File: config.mk
export PLATFORM = sky130hd
export DESIGN_NAME = abd_unit
export DESIGN_NICKNAME = d
export VERILOG_FILES = /design/src/rtl/abd_pkg.sv /design/src/rtl/abd_rx_edge.sv /design/src/rtl/abd_prescaler.sv /design/src/rtl/abd_sat_counter.sv /design/src/rtl/abd_unit.sv
export SDC_FILE = /design/constraint.sdc
export NUM_CORES = 1
export LEC_CHECK = 0
export BUFFER_PORTS_ARGS = -buffer_cell sky130_fd_sc_hd__clkbuf_2
export CAP_MARGIN = 10
export CORE_MARGIN = 5
export CORE_UTILIZATION = 60
export CTS_CLUSTER_DIAMETER = 200
export DETAILED_ROUTE_END_ITERATION = 16
export GPL_ROUTABILITY_DRIVEN = 0
export PLACE_DENSITY = 0.82
export SYNTH_ARGS = -nofsm -noshare
export SYNTH_HDL_FRONTEND = slang
export SYNTH_SLANG_ARGS = --single-unit
File: constraint.sdc
create_clock -name clk -period 3.3 [get_ports clk]
set_input_delay 0.165 -clock clk [delete_from_list [all_inputs] [get_ports clk]]
set_output_delay 0.165 -clock clk [all_outputs]
set_load 0.01 [all_outputs]
File: src/rtl/abd_pkg.sv
// Shared types for the bit-rate measurement unit.
// Assumes: nothing beyond standard SystemVerilog.
package abd_pkg;
    typedef enum logic [1:0] {
        ABD_OFF  = 2'd0,   // disarmed
        ABD_WAIT = 2'd1,   // armed, waiting for start-bit edge
        ABD_MEAS = 2'd2    // counting between edges
    } abd_state_e;
endpackage

File: src/rtl/abd_rx_edge.sv
// Synchronizes the asynchronous receive line and flags high-to-low transitions.
// Assumes: line idles high; SYNC_STAGES >= 2.
module abd_rx_edge #(
    parameter int SYNC_STAGES = 2
) (
    input  logic clk,
    input  logic rst_n,
    input  logic rx_i,
    output logic fall_o
);
    logic [SYNC_STAGES-1:0] sync_q;
    logic                   prev_q;

    // Shift the raw line through the synchronizer chain, reset to idle-high.
    always_ff @(posedge clk) begin
        if (!rst_n) begin
            sync_q <= '1;
            prev_q <= 1'b1;
        end else begin
            sync_q <= {sync_q[SYNC_STAGES-2:0], rx_i};
            prev_q <= sync_q[SYNC_STAGES-1];
        end
    end

    assign fall_o = prev_q & ~sync_q[SYNC_STAGES-1];

    // A falling edge needs the line high again before another can be seen.
    p_fall_single_r4: assert property (@(posedge clk) disable iff (!rst_n)
        fall_o |=> !fall_o);
endmodule

File: src/rtl/abd_prescaler.sv
// Divides the peripheral clock by DIV, giving a one-cycle tick while running.
// Assumes: clear_i and run_i are not high together; DIV >= 2.
module abd_prescaler #(
    parameter int DIV = 128
) (
    input  logic clk,
    input  logic rst_n,
    input  logic clear_i,
    input  logic run_i,
    output logic tick_o
);
    localparam int PW = (DIV > 1) ? $clog2(DIV) : 1;
    localparam logic [PW-1:0] LAST = PW'(DIV - 1);

    logic [PW-1:0] cnt_q;

    assign tick_o = run_i && (cnt_q == LAST);

    // Count clocks modulo DIV; restart from zero on clear.
    always_ff @(posedge clk) begin
        if (!rst_n || clear_i) begin
            cnt_q <= '0;
        end else if (run_i) begin
            cnt_q <= tick_o ? '0 : cnt_q + 1'b1;
        end
    end

    generate
        if (DIV > 1) begin : g_spacing_chk
            p_tick_spacing_r4: assert property (@(posedge clk) disable iff (!rst_n)
                tick_o |=> !tick_o);
        end
    endgenerate
endmodule

File: src/rtl/abd_sat_counter.sv
// Saturating up-counter; next_o shows the value including this cycle's increment.
// Assumes: clear_i has priority over inc_i.
module abd_sat_counter #(
    parameter int W = 16
) (
    input  logic         clk,
    input  logic         rst_n,
    input  logic         clear_i,
    input  logic         inc_i,
    output logic [W-1:0] value_o,
    output logic [W-1:0] next_o,
    output logic         sat_hit_o
);
    localparam logic [W-1:0] MAXV = '1;

    logic [W-1:0] cnt_q;

    assign sat_hit_o = inc_i && (cnt_q == MAXV);
    assign next_o    = (inc_i && !sat_hit_o) ? cnt_q + 1'b1 : cnt_q;
    assign value_o   = cnt_q;

    // Hold the running count, clearing on request.
    always_ff @(posedge clk) begin
        if (!rst_n || clear_i) begin
            cnt_q <= '0;
        end else begin
            cnt_q <= next_o;
        end
    end

    p_saturate_r8: assert property (@(posedge clk) disable iff (!rst_n)
        (sat_hit_o && !clear_i) |=> (cnt_q == MAXV));
endmodule

File: src/rtl/abd_unit.sv
// Bit-rate measurement unit: arms on request, times five falling edges of a
// 0x55 sync character with a clock/(PRE_DIV*OVERSAMPLE) counter, loads the
// divisor, disarms itself and raises a receive interrupt.
// Assumes: arm_i is a single-cycle pulse; the character is 0x55 with one start bit.
module abd_unit #(
    parameter int CNT_W       = 16,
    parameter int PRE_DIV     = 8,
    parameter int OVERSAMPLE  = 16,
    parameter int SYNC_STAGES = 2,
    parameter int EDGES       = 5
) (
    input  logic             clk,
    input  logic             rst_n,
    input  logic             arm_i,
    input  logic             rx_i,
    output logic             enable_o,
    output logic             tx_block_o,
    output logic [CNT_W-1:0] divisor_o,
    output logic             div_load_o,
    output logic             rx_irq_o,
    output logic             range_err_o
);
    import abd_pkg::*;

    localparam int DIV = PRE_DIV * OVERSAMPLE;
    localparam int EW  = $clog2(EDGES + 1);
    localparam logic [EW-1:0] LAST_EDGE = EW'(EDGES - 1);

    abd_state_e       state_q;
    logic [EW-1:0]    edges_q;
    logic             fall;
    logic             tick;
    logic             start_edge;
    logic             measuring;
    logic [CNT_W-1:0] cnt_val;
    logic [CNT_W-1:0] cnt_next;
    logic             sat_hit;

    assign start_edge = (state_q == ABD_WAIT) && fall;
    assign measuring  = (state_q == ABD_MEAS);

    abd_rx_edge #(.SYNC_STAGES(SYNC_STAGES)) u_edge (
        .clk    (clk),
        .rst_n  (rst_n),
        .rx_i   (rx_i),
        .fall_o (fall)
    );

    abd_prescaler #(.DIV(DIV)) u_presc (
        .clk     (clk),
        .rst_n   (rst_n),
        .clear_i (start_edge),
        .run_i   (measuring),
        .tick_o  (tick)
    );

    abd_sat_counter #(.W(CNT_W)) u_cnt (
        .clk       (clk),
        .rst_n     (rst_n),
        .clear_i   (start_edge),
        .inc_i     (measuring && tick),
        .value_o   (cnt_val),
        .next_o    (cnt_next),
        .sat_hit_o (sat_hit)
    );

    // Sequence arming, edge counting, divisor load and auto-clear.
    always_ff @(posedge clk) begin
        if (!rst_n) begin
            state_q     <= ABD_OFF;
            edges_q     <= '0;
            divisor_o   <= '0;
            div_load_o  <= 1'b0;
            rx_irq_o    <= 1'b0;
            range_err_o <= 1'b0;
        end else begin
            div_load_o <= 1'b0;
            rx_irq_o   <= 1'b0;
            case (state_q)
                ABD_OFF: begin
                    if (arm_i) begin
                        state_q     <= ABD_WAIT;
                        range_err_o <= 1'b0;
                    end
                end
                ABD_WAIT: begin
                    if (fall) begin
                        state_q <= ABD_MEAS;
                        edges_q <= EW'(1);
                    end
                end
                ABD_MEAS: begin
                    if (sat_hit) begin
                        range_err_o <= 1'b1;
                    end
                    if (fall) begin
                        if (edges_q == LAST_EDGE) begin
                            divisor_o  <= cnt_next;
                            div_load_o <= 1'b1;
                            rx_irq_o   <= 1'b1;
                            state_q    <= ABD_OFF;
                            edges_q    <= '0;
                        end else begin
                            edges_q <= edges_q + 1'b1;
                        end
                    end
                end
                default: state_q <= ABD_OFF;
            endcase
        end
    end

    assign enable_o   = (state_q != ABD_OFF);
    assign tx_block_o = (state_q != ABD_OFF);

    p_irq_pulse_r6: assert property (@(posedge clk) disable iff (!rst_n)
        rx_irq_o |=> !rx_irq_o);
    p_autoclear_r6: assert property (@(posedge clk) disable iff (!rst_n)
        rx_irq_o |-> (!enable_o && div_load_o));
    p_div_hold_r5: assert property (@(posedge clk) disable iff (!rst_n)
        (divisor_o != $past(divisor_o)) |-> div_load_o);
    p_arm_rise_r2: assert property (@(posedge clk) disable iff (!rst_n)
        $rose(enable_o) |-> $past(arm_i));
    p_err_at_max_r8: assert property (@(posedge clk) disable iff (!rst_n)
        (div_load_o && range_err_o) |-> (divisor_o == '1));
    p_count_unused_r4: assert property (@(posedge clk) disable iff (!rst_n)
        start_edge |=> (cnt_val == '0));
endmodule

# [Word level (Yosys, flattened, before mapping)]
# Cells that the tools add are included.
[word_totals] regBits=49 input_bits=4 out_inout_bits=21 word_cells=56
[op_classes] addsub=3 eq_ne=10 muxes=15 n_bitwise=2 reduce_logical=17
[ops] op="16-bit by 1-bit adder with 16-bit output (second input constant)" n=1
[ops] op="16-bit == test (second input constant)" n=1
[ops] op="16-bit 2-to-1 mux" n=1
[ops] op="3-bit AND reduction" n=4
[ops] op="3-bit 2-to-1 mux" n=3
[ops] op="2-bit 2-to-1 mux" n=4
[ops] op="7-bit by 1-bit adder with 7-bit output (second input constant)" n=1
[ops] op="7-bit == test (second input constant)" n=1
[ops] op="7-bit 2-to-1 mux" n=1
[ops] op="2-bit inequality test (second input constant)" n=3
[ops] op="2-bit case mux with 3 select lines" n=1
[ops] op="3-bit case mux with 2 select lines" n=1
[ops] op="2-bit nonzero test" n=3
[ops] op="1-bit logical AND" n=5
[ops] op="2-bit by 1-bit inequality test with 1-bit output (second input constant)" n=2
[ops] op="4-bit AND reduction" n=1
[ops] op="3-bit by 1-bit adder with 3-bit output (second input constant)" n=1
[ops] op="3-bit == test (second input constant)" n=1
[ops] op="1-bit 2-to-1 mux" n=3
[ops] op="2-bit by 1-bit == test with 1-bit output (second input constant)" n=1
[ops] op="2-bit == test (second input constant)" n=1
[ops] op="1-bit zero test" n=2
[ops] op="2-bit zero test" n=1
[ops] op="1-bit case mux with 2 select lines" n=1
[ops] op="other kinds (3)" n=3

# [Longest topological paths before layout]
[logic_depth] depth_word=7 depth_mapped=7 ltp_nobuf=6

# [Modules after synthesis]
# A second synthesis with hierarchy kept.
[unflattened] cells_unflattened=269 hier_area_um2=2431.1
[modules_own_cells] module="abd_unit" instances=1 cells_per_inst=119 area_per_inst_um2=1041.0 seq_area_each_um2=460.4
[modules_own_cells] module="abd_sat_counter" instances=1 cells_per_inst=108 area_per_inst_um2=982.2 seq_area_each_um2=320.3
[modules_own_cells] module="abd_prescaler" instances=1 cells_per_inst=35 area_per_inst_um2=322.8 seq_area_each_um2=140.1
[modules_own_cells] module="abd_rx_edge" instances=1 cells_per_inst=7 area_per_inst_um2=85.1 seq_area_each_um2=60.1

# [Worst setup path before layout]
# OpenSTA, ideal clock, no wires.
[synth_path] kind="register to register" start="register u_cnt.cnt_q[0], in the netlist u_cnt.value_o[0]" end="register divisor_o[7]" setup_time_ps=133 arrival_ps=1754 required_time_ps=3167 setup_slack_ps=1413 stages_incl_launch_ff=8 path_buffers=1 synth_period_minus_slack_ps=1887 path_cell_list="dfxtp_1 -> ha_1 -> nand4_1 -> or4_1 -> buf_2 -> nand4_1 -> xor2_1 -> a21oi_1"
[synth_between] elab_chain_len=5 elab_cells_between_ends=6 classes_between="1 x add/sub; 1 x eq/ne; 1 x mux; 3 x reduce/logical"
[synth_lines] item="start: declaration" line_no="abd_sat_counter.sv:16" rtl="logic [W-1:0] cnt_q;"
[synth_lines] item="start signal: assignment" line_no="abd_sat_counter.sv:27" rtl="cnt_q <= next_o;"
[synth_lines] item="parallel branches: the longest is 4 deep, another holds 16-bit by 1-bit adder with 16-bit output"
[synth_lines] item="16-bit 2-to-1 mux (*)" line_no="abd_sat_counter.sv:19" rtl="assign next_o = (inc_i && !sat_hit_o) ? cnt_q + 1'b1 : cnt_q;"
[synth_lines] item="end signal: assignment" line_no="abd_unit.sv:98" rtl="divisor_o <= cnt_next;"
[synth_lines] item="end: declaration" line_no="abd_unit.sv:18" rtl="output logic [CNT_W-1:0] divisor_o,"
# Mark *: on every way between the ends.
# A chain may end at the register's enable or synchronous reset.

# [Final worst setup path]
[layout_path] start="register u_cnt.cnt_q[0], in the netlist u_cnt.value_o[0]" end="register divisor_o[15]"
# The elaborated chain is that of the path after synthesis.

==> summary.txt <==
Route
  – DR vias: 1757
  – Routed wire length: 4200 microns
  – Vias/cell: 5.67
  – Wire per inst: approximately 14 microns
  – Initial DRC Count: around 160
  – Remaining antenna violation count after routing: 0
  – Drt drc: 0
  – First-pass DRT Iterations: 4

Hold path
  – Min-delay worst type: input pin to flip-flop
  – Hold path start: arm_i

GRT
  – Initial antenna violation count: 0
  – Total gr overflow: 0
  – First-pass GRT wire length: ~7400 microns
  – GRT Util Overall: 0.187
  – Largest net degree at the start of global routing: 24
  – Vias in the first global route: 1638

Layout
  – Most frequent cells in the layout: 49 x dfxtp_1, 30 x nor2_1, 24 x clkbuf_2
  – Total Nets Final: 271
  – Area growth syn-to-layout: 10.3%
  – Antenna cells: 0
  – Commonest non-fill, non-tap cell in the layout: dfxtp_1
  – Share of layout cells above drive strength 1: 0.140
  – Final core utilization: 0.688

Pwr
  – Lkg Pwr: 0.859 nW
  – Clk pwr share: 0.366
  – Sequential share of power: 0.605
  – Internal: 0.786 mW
  – Switching share of total power: 0.209
  – Peak supply drop: roughly 0.00027 V
  – Gate power share: 0.028
  – Cell Pwr Density: ~430 nW/um^2
  – NetSw: 0.207 mW

Die
  – Die area: 4780 sq um
  – Row count: 21
  – Top Ports: 25
  – Die Span Y: 69.2 microns
  – Core region area: 3360 sq um
  – Effective utilization at floorplan: 0.624
  – Die width: just under 70 microns

Synthesis
  – Sequential area share after synthesis: 0.467
  – Yosys reg bits: 49
  – Synthesized area: between 2000 and 2500 sq um
  – Synth cell types: 41
  – Post-Syn Instances: 243
  – Synth warn: 0
  – Mean Syn Cell Area: 8.64 sq um
  – Ys async rst share: 0
  – Syn nets: 251
  – Dominant synthesized flop cell: dfxtp_1
  – Post-synth EDFFs: 0

STA
  – Tcrit/Tclk final: 0.644
  – Setup_tns: 0 ps
  – Setup Skew: 8.69 ps
  – Setup violations, final: 0
  – Tmin final: 2130 ps
  – RSZ-0062 raised after global routing: false
  – Worst rel slew slack: 0.447
  – Fmax achieved: approximately 0.47 GHz
  – Final Hold Vio Count: 0
  – Least-Margin Pin Slew: 828 ps
  – Final-report max-slew violation count: 0

Place
  – Post-DP HPWL: 2860 microns
  – IO buf count: 24

Worst setup path
  – Launch point of the worst path: u_cnt.value_o[0]
  – CP most frequent cell: nand4_1
  – Crit-path slowest cell: or4_1
  – Crit-path cells: ha_1 -> nand4_1 -> or4_1 -> nand4_1 -> xor2_1 -> a21oi_1
  – CP endpoint kind: flip-flop
  – Critical Path AT: 2390 ps
  – CP required: 3570 ps
  – Worst-path fanout max: 6
  – CP max stage delay: 700 ps
  – CP Class: flip-flop to flip-flop
  – CP startpoint kind: flip-flop
  – RR Startpoint: u_cnt.value_o[0]

Clock network
  – Root Buffer: clkbuf_4
  – Clk pin slew, worst setup/hold paths: 130 ps
  – Clock sink total: 49
  – Resize count post-CTS: 0
  – Number of buffers inserted by hold repair at cts: 1
  – CTS tree: yes
  – Post-CTS setup buffers: 0
  – Clock buffer count from CTS: 5
  – Clock tree buffer depth: 2
  – Clk Latency, worst-skew pair: 370 ps
  – CTS H-tree lvls: 2

Flow run
  – Max-cap violations: 0

Status
  – Outcome: completed
-- final cells by class --
type / instances / area (sq um)
inverter: 6 / 22.5
fill: 310 / 1050
sequential: 49 / 981
multi-input combinational: 175 / 1030
timing repair buffer: 26 / 138
tap: 46 / 57.6
clock buffer: 7 / 55.1
clock inverter: 1 / 30.0
-- cells by family (layout without fill, tap and decap cells) --
logic type,Yosys count,count (layout),share of synthesized area
adder cells (fa/ha/maj),4,4,0.0238
AND/OR/NAND/NOR,101,101,0.250
flip-flops,49,49,0.467
XOR/XNOR,17,17,0.0709
buffers and inverters,19,40,0.0417
multiplexers,1,1,0.00477
AO/OA/AOI/OAI,52,52,0.142
-- metrics by stage --
step	worst slack [ps]	std cells	power [mW]	instance area (sq um)	hold slack, ps
2_1_floorplan	1410	243	0.633	2100	266
3_3_place_gp	1290	301	0.640	2220	348
3_5_place_dp	1220	301	0.641	2220	349
4_1_cts	1190	310	1.00	2310	59.4
5_1_grt	1040	310	1.03	2310	89.7
6_report	1170	310	0.993	2310	63.5
-- power groups by stage --
stage | registers, mW | logic, mW | clock network, mW
3_3_place_gp | 0.614 | 0.0267 | 0
6_report | 0.601 | 0.0282 | 0.364
5_1_grt | 0.602 | 0.0318 | 0.392
4_1_cts | 0.601 | 0.0284 | 0.371
2_1_floorplan | 0.610 | 0.0232 | 0
3_5_place_dp | 0.614 | 0.0273 | 0
-- critical path: cells and delay by family (launching register included) --
| family | cells | cell delay, ps |
|---|---|---|
| XOR/XNOR | 1 | 220 |
| adder cells (fa/ha/maj) | 1 | 260 |
| AO/OA/AOI/OAI | 1 | 100 |
| AND/OR/NAND/NOR | 3 | 1040 |
| flip-flops | 1 | 410 |
-- cells in the mapped netlist (6+ instances only) --
cell | number | area, sq um
dfxtp_1 | 49 | 981
nand3_1 | 9 | 45.0
nor3_1 | 11 | 55.1
o21ai_0 | 18 | 90.1
nor2_1 | 30 | 113
nand2_1 | 16 | 60.1
a21oi_1 | 21 | 105
xnor2_1 | 8 | 70.1
inv_1 | 6 | 22.5
xor2_1 | 9 | 78.8
nand4_1 | 9 | 56.3
clkbuf_1 | 9 | 33.8
-- per-layer routing --
metal | up-vias | track usage | part of all wire
li1 | 898 | - | -
met1 | 819 | 0.236 | 0.46
met2 | 32 | 0.304 | 0.48
met3 | 8 | 0.0378 | 0.038
met4 | 0 | 0.0889 | 0.019
met5 | - | 0 | 0
-- flip-flops by register name, indices dropped and copies added, names as in the netlist --
signal / flops
divisor_o: 16
u_cnt.value_o: 16
u_presc.cnt_q: 7
edges_q: 3
state_q: 2
u_edge.sync_q: 2
range_err_o: 1
rx_irq_o: 1
u_edge.prev_q: 1
-- worst paths after layout --
kind,endpoint,slack [ps],cells past startpoint
worst max-delay path,divisor_o[15],1170,6
worst min-delay path,state_q[0],60,3
worst max register to register,divisor_o[15],1170,6
worst min register to register,u_edge.sync_q[1],440,1
Note: power is estimated with default switching activity, not from simulation.
